--- src/rtl/spi_dac_pkg.sv ---
package spi_dac_pkg;
  localparam int unsigned FRAME_W  = 16;
  localparam int unsigned CODE_W   = 12;
  localparam int unsigned FAST_POS = 14;
  localparam int unsigned PD_POS   = 13;
  localparam int unsigned BITCNT_W = $clog2(FRAME_W);

  typedef enum logic [1:0] {ST_IDLE, ST_SHIFT, ST_GAP} tx_state_e;

  typedef struct packed {
    logic              fast;
    logic              pwr_dn;
    logic [CODE_W-1:0] code;
  } dac_req_t;
endpackage

--- src/rtl/spi_dac_pack.sv ---
module spi_dac_pack
  import spi_dac_pkg::*;
(
  input  dac_req_t             req_i,
  output logic [FRAME_W-1:0]   frame_o
);
  always_comb begin
    frame_o                = '0;  // reserved bits stay zero
    frame_o[CODE_W-1:0]    = req_i.code;
    frame_o[FAST_POS]      = req_i.fast;
    frame_o[PD_POS]        = req_i.pwr_dn;
  end
endmodule

--- src/rtl/spi_dac_tick.sv ---
module spi_dac_tick #(
  parameter int unsigned CNT_W = 4
) (
  input  logic             clk_i,
  input  logic             rst_ni,
  input  logic             clr_i,
  input  logic [CNT_W-1:0] lim_i,
  output logic             tick_o
);
  logic [CNT_W-1:0] cnt_q;

  assign tick_o = (cnt_q == lim_i - 1'b1);

  always_ff @(posedge clk_i or negedge rst_ni) begin
    if (!rst_ni)              cnt_q <= '0;
    else if (clr_i || tick_o) cnt_q <= '0;
    else                      cnt_q <= cnt_q + 1'b1;
  end

  // phase counter never runs past the active limit
  a_r4_cnt_in_range: assert property (@(posedge clk_i) disable iff (!rst_ni)
    !clr_i |-> (cnt_q < lim_i));
endmodule

--- src/rtl/spi_dac_engine.sv ---
module spi_dac_engine
  import spi_dac_pkg::*;
#(
  parameter int unsigned DIV = 8
) (
  input  logic               clk_i,
  input  logic               rst_ni,
  input  logic               start_i,
  input  logic [FRAME_W-1:0] frame_i,
  output logic               ready_o,
  output logic               busy_o,
  output logic               sclk_o,
  output logic               sdo_o,
  output logic               cs_n_o
);
  localparam int unsigned HALF  = DIV / 2;
  localparam int unsigned CNT_W = $clog2(DIV + 1);
  localparam logic [BITCNT_W-1:0] LAST_BIT = BITCNT_W'(FRAME_W - 1);

  tx_state_e             state_q;
  logic [FRAME_W-1:0]    shreg_q;
  logic [BITCNT_W-1:0]   bitcnt_q;
  logic                  sclk_q, cs_q;
  logic                  tick;
  logic [CNT_W-1:0]      lim;

  assign lim = (state_q == ST_GAP) ? CNT_W'(DIV) : CNT_W'(HALF);

  spi_dac_tick #(.CNT_W(CNT_W)) u_tick (
    .clk_i  (clk_i),
    .rst_ni (rst_ni),
    .clr_i  (state_q == ST_IDLE),
    .lim_i  (lim),
    .tick_o (tick)
  );

  always_ff @(posedge clk_i or negedge rst_ni) begin
    if (!rst_ni) begin
      state_q  <= ST_IDLE;
      shreg_q  <= '0;
      bitcnt_q <= '0;
      sclk_q   <= 1'b1;
      cs_q     <= 1'b1;
    end else begin
      unique case (state_q)
        ST_IDLE: if (start_i) begin
          shreg_q  <= frame_i;
          bitcnt_q <= '0;
          sclk_q   <= 1'b1;
          cs_q     <= 1'b0;
          state_q  <= ST_SHIFT;
        end
        ST_SHIFT: if (tick) begin
          if (sclk_q) begin
            sclk_q <= 1'b0;  // converter samples here
          end else begin
            sclk_q <= 1'b1;
            if (bitcnt_q == LAST_BIT) begin
              cs_q    <= 1'b1;
              shreg_q <= '0;
              state_q <= ST_GAP;
            end else begin
              shreg_q  <= {shreg_q[FRAME_W-2:0], 1'b0};
              bitcnt_q <= bitcnt_q + 1'b1;
            end
          end
        end
        ST_GAP: if (tick) state_q <= ST_IDLE;
        default: state_q <= ST_IDLE;
      endcase
    end
  end

  assign ready_o = (state_q == ST_IDLE);
  assign busy_o  = (state_q != ST_IDLE);
  assign sclk_o  = sclk_q;
  assign sdo_o   = shreg_q[FRAME_W-1];
  assign cs_n_o  = cs_q;

  // acceptance opens a frame on the next cycle
  a_r2_accept_opens: assert property (@(posedge clk_i) disable iff (!rst_ni)
    (start_i && ready_o) |=> (!cs_q && busy_o));
  // clock parked high whenever deselected
  a_r4_idle_high: assert property (@(posedge clk_i) disable iff (!rst_ni)
    cs_q |-> sclk_q);
  // data moves only with a rising serial clock
  a_r5_sdo_on_rise: assert property (@(posedge clk_i) disable iff (!rst_ni)
    (!cs_q && $past(!cs_q) && !$stable(shreg_q[FRAME_W-1])) |-> $rose(sclk_q));
  // select released with the clock high
  a_r6_cs_rise_high: assert property (@(posedge clk_i) disable iff (!rst_ni)
    $rose(cs_q) |-> sclk_q);
  // select released only after the last bit
  a_r9_last_bit: assert property (@(posedge clk_i) disable iff (!rst_ni)
    $rose(cs_q) |-> ($past(bitcnt_q) == LAST_BIT));
endmodule

--- src/rtl/spi_dac_tx.sv ---
module spi_dac_tx
  import spi_dac_pkg::*;
#(
  parameter int unsigned DIV = 8
) (
  input  logic              clk_i,
  input  logic              rst_ni,
  input  logic              valid_i,
  output logic              ready_o,
  input  logic [CODE_W-1:0] code_i,
  input  logic              fast_i,
  input  logic              pwr_dn_i,
  output logic              busy_o,
  output logic              sclk_o,
  output logic              sdo_o,
  output logic              cs_n_o
);
  dac_req_t           req;
  logic [FRAME_W-1:0] frame;

  assign req = '{fast: fast_i, pwr_dn: pwr_dn_i, code: code_i};

  spi_dac_pack u_pack (
    .req_i   (req),
    .frame_o (frame)
  );

  spi_dac_engine #(.DIV(DIV)) u_engine (
    .clk_i   (clk_i),
    .rst_ni  (rst_ni),
    .start_i (valid_i),
    .frame_i (frame),
    .ready_o (ready_o),
    .busy_o  (busy_o),
    .sclk_o  (sclk_o),
    .sdo_o   (sdo_o),
    .cs_n_o  (cs_n_o)
  );
endmodule

--- config.mk ---
export PLATFORM = sky130hd
export DESIGN_NAME = spi_dac_tx
export DESIGN_NICKNAME = d
export VERILOG_FILES = /design/src/rtl/spi_dac_pkg.sv /design/src/rtl/spi_dac_pack.sv /design/src/rtl/spi_dac_tick.sv /design/src/rtl/spi_dac_engine.sv /design/src/rtl/spi_dac_tx.sv
export SDC_FILE = /design/constraint.sdc
export NUM_CORES = 1
export LEC_CHECK = 0
export ABC_AREA = 1
export CAP_MARGIN = 5
export CORE_MARGIN = 1.5
export CORE_UTILIZATION = 35
export DETAILED_ROUTE_END_ITERATION = 6
export DONT_BUFFER_PORTS = 1
export GPL_TIMING_DRIVEN = 0
export SYNTH_ARGS = -nofsm -noshare
export SYNTH_HDL_FRONTEND = slang
export SYNTH_SLANG_ARGS = --single-unit
export TNS_END_PERCENT = 30
--- constraint.sdc ---
create_clock -name clk_i -period 2.05 [get_ports clk_i]
set_input_delay 0.1025 -clock clk_i [delete_from_list [all_inputs] [get_ports clk_i]]
set_output_delay 0.1025 -clock clk_i [all_outputs]
set_load 0.05 [all_outputs]
==> out/metrics.cfg <==
[floorplan]
design.core.area_mm2=0.00400
initial_core_util_pct=36.6
die_h_um=67.7
fp-row-count=23
dieArea_mm2=0.00458
dieWidth_um=67.7
ioPinCount=22

[route]
wl_mm=3.03
vias=1198
post_drt_via_cell_ratio=4.70
dr.pass1.iters=4
antenna_left=0
remaining_drc_errors=0
wl_per_cell_um=11.9
drt_iter0_drc=63

[timing]
fin_crit_sh_pct=89.0
worst_pin_slew_ns=0.470
relSlewSlack_pct=68.7
skew_ns=0.00661
max_freq_mhz=548
grt_setup_unrepaired=no
setup_viol=0
maxSlewViolCount=0
setup_slack_ns=0.226
final_hold_viol_count=0
layout_min_cycle_time_ns=1.82

[clock_tree]
cts_buffer_depth=2
post_cts_buffers=0
cts.sinks=28
h-tree-depth=1
clk-insertion-delay-late_ns=0.28
ctsRootBufferMaster=clkbuf_8
numCtsBuffers=3
clk_pin_slew_ns=0.10
cts_tree=yes

[grt]
grt.overflow.total=0
grt_pass1_wl_mm=5.01
antenna_found_initial=0
grt_use_total_pct=14.6
grt_pass1_vias=1072
grt_max_degree=29

[power]
power_density_mw_per_mm2=1550
p_total_mw=2.55
vdd_drop_max_v=0.000555
power_leakage_nw=0.874

[final_layout]
multi_input_area_um2=668
fin_area_mm2=0.00165
diodes=0
final_nets=225
post-route-util_pct=41.2
regArea_um2=703
fillers=414
synthToLayoutAreaGrowth_pct=12.4
final_layout_size_suffix_gt1_share_pct=10.2

[place]
place_ws_ns=-0.0342
hpwlAfterDp_mm=2.12
port_buffers=0
routabilityCongestion=0.718
dpl_cell_area_mm2=0.00153

[worst_setup_path]
worstPathMaxFanout=10
slowest_stage=dfrtp_1
cp-start-kind=flop
timing.rr.start=u_engine.state_q[1]$_DFFE_PN0P_
r2r_setup_slack_ns=0.23
path_cells=nor2_4 -> inv_2 -> nor2_2 -> nor2_4 -> nand2_4 -> buf_6 -> nand2_1 -> nand2_1
worstSetupPathType=reg -> reg
path_buf_inv=2
path_delay_family=simple AND/OR/NAND/NOR gates
cp.arrival_ns=2.05
critical_path.max_stage_delay_ns=0.49
crit_required_ns=2.27
worstSetupEndpointType=flop
critPathLaunch=u_engine.state_q[1]$_DFFE_PN0P_

[synth]
ys_seq_area_share_pct=48.0
synth_warnings=0
synthCells=198
synth_fp_nets=217
ys_ff_latch=28
syn-cell-area_mm2=0.00147
synth_cell_type_count=20
avgSynthCellArea_um2=7.40

[job]
drv_cap=0

[status]
outcome=complete, no violations

[hold_path]
min_from=code_i[2]
hold_class=in -> reg

-- where the power goes --
group	internal [mW]	total [mW]	leakage, nW	switching (mW)
Sequential	0.761	0.960	0.359	0.199
Combinational	0.373	1.15	0.480	0.780
Clock	0.262	0.438	0.0357	0.176
Total	1.40	2.55	0.874	1.16
-- area by class of cell --
class | instances | share of cell area, %
timing repair buffer | 3 | 2.43
clock buffer | 3 | 2.51
clock inverter | 1 | 1.82
buffer | 5 | 2.74
sequential | 28 | 42.7
multi-input combinational | 150 | 40.6
inverter | 15 | 3.42
tap | 50 | 3.80
-- worst paths after layout --
path	endpoint	cells after the start
max	u_engine.shreg_q[6]$_DFFE_PN0P_	8
min	u_engine.shreg_q[2]$_DFFE_PN0P_	4
max reg2reg	u_engine.shreg_q[6]$_DFFE_PN0P_	8
min reg2reg	u_engine.u_tick.cnt_q[0]$_DFF_PN0_	1
max in group asynchronous	u_engine.cs_n_o$_DFFE_PN1P_	2
min in group asynchronous	u_engine.shreg_q[13]$_DFFE_PN0P_	2
-- synthesized netlist by cell type --
cell / number / area [um2]
a21oi_1: 3 / 15.0
buf_4: 3 / 22.5
buf_6: 2 / 22.5
dfrtp_1: 26 / 651
dfstp_2: 2 / 52.6
ha_1: 2 / 25.0
inv_1: 13 / 48.8
inv_2: 2 / 7.51
nand2_1: 96 / 360
nand2_2: 2 / 12.5
nand2_4: 1 / 11.3
nand3_1: 18 / 90.1
nand4_1: 6 / 37.5
nor2_1: 13 / 48.8
nor2_2: 2 / 12.5
nor2_4: 1 / 11.3
o21ai_0: 2 / 10.0
o21ai_1: 2 / 10.0
o21bai_1: 1 / 7.51
xor2_1: 1 / 8.76
-- cell usage in the layout, fill, tap and decap left out, types with 3 or more instances in the layout --
master / netlist / routed
nand4_1: 6 / 6
nor2_1: 13 / 12
inv_1: 13 / 13
a21oi_1: 3 / 3
nand2_1: 96 / 96
clkbuf_8: 0 / 3
nand3_1: 18 / 18
dfrtp_1: 26 / 26
buf_4: 3 / 3
-- logic make-up (layout without fill, tap and decap cells) --
kind of cell	count (synthesis)	after routing	synth area share [%]
simple gates	139	139	39.9
flops	28	28	48.0
buf+inv	20	27	6.92
compound gates	8	8	2.90
fa+ha+maj	2	2	1.71
xor+xnor	1	1	0.598
-- stage by stage --
stage | setup TNS (ns) | instances | hold WS [ns]
detailed placement | -0.152 | 248 | -0.193
CTS | 0 | 255 | 0.0354
global route | 0 | 255 | 0.0372
global placement | -0.0425 | 248 | -0.193
floorplan | 0 | 198 | -0.193
finish | 0 | 255 | 0.0437
-- what timing repair did --
| action | 4_1_cts | 5_1_grt |
|---|---|---|
| gates resized for setup | 1 | 0 |
| hold buffers | 3 | 0 |
| setup endpoints to repair | 9 | 0 |
| endpoints found under the hold margin | 29 | 0 |
-- flip-flops by register name (all words and copies together), names as in the netlist --
signal	count
u_engine.cs_n_o	1
u_engine.bitcnt_q	4
u_engine.u_tick.cnt_q	4
u_engine.shreg_q	16
u_engine.state_q	2
u_engine.sclk_o	1
-- layer usage --
metal  GRT usage [%]  wire [um]
met5               0          0
met4            5.36         48
met3            2.50        114
met2            21.7       1360
met1            21.0       1510
-- worst min-delay path, stage by stage --
cell	delay, ns
nand2_1	0.04
nand2_1	0.05
nand3_1	0.06
nand2_1	0.05
Power figures use the tool's default switching activity.
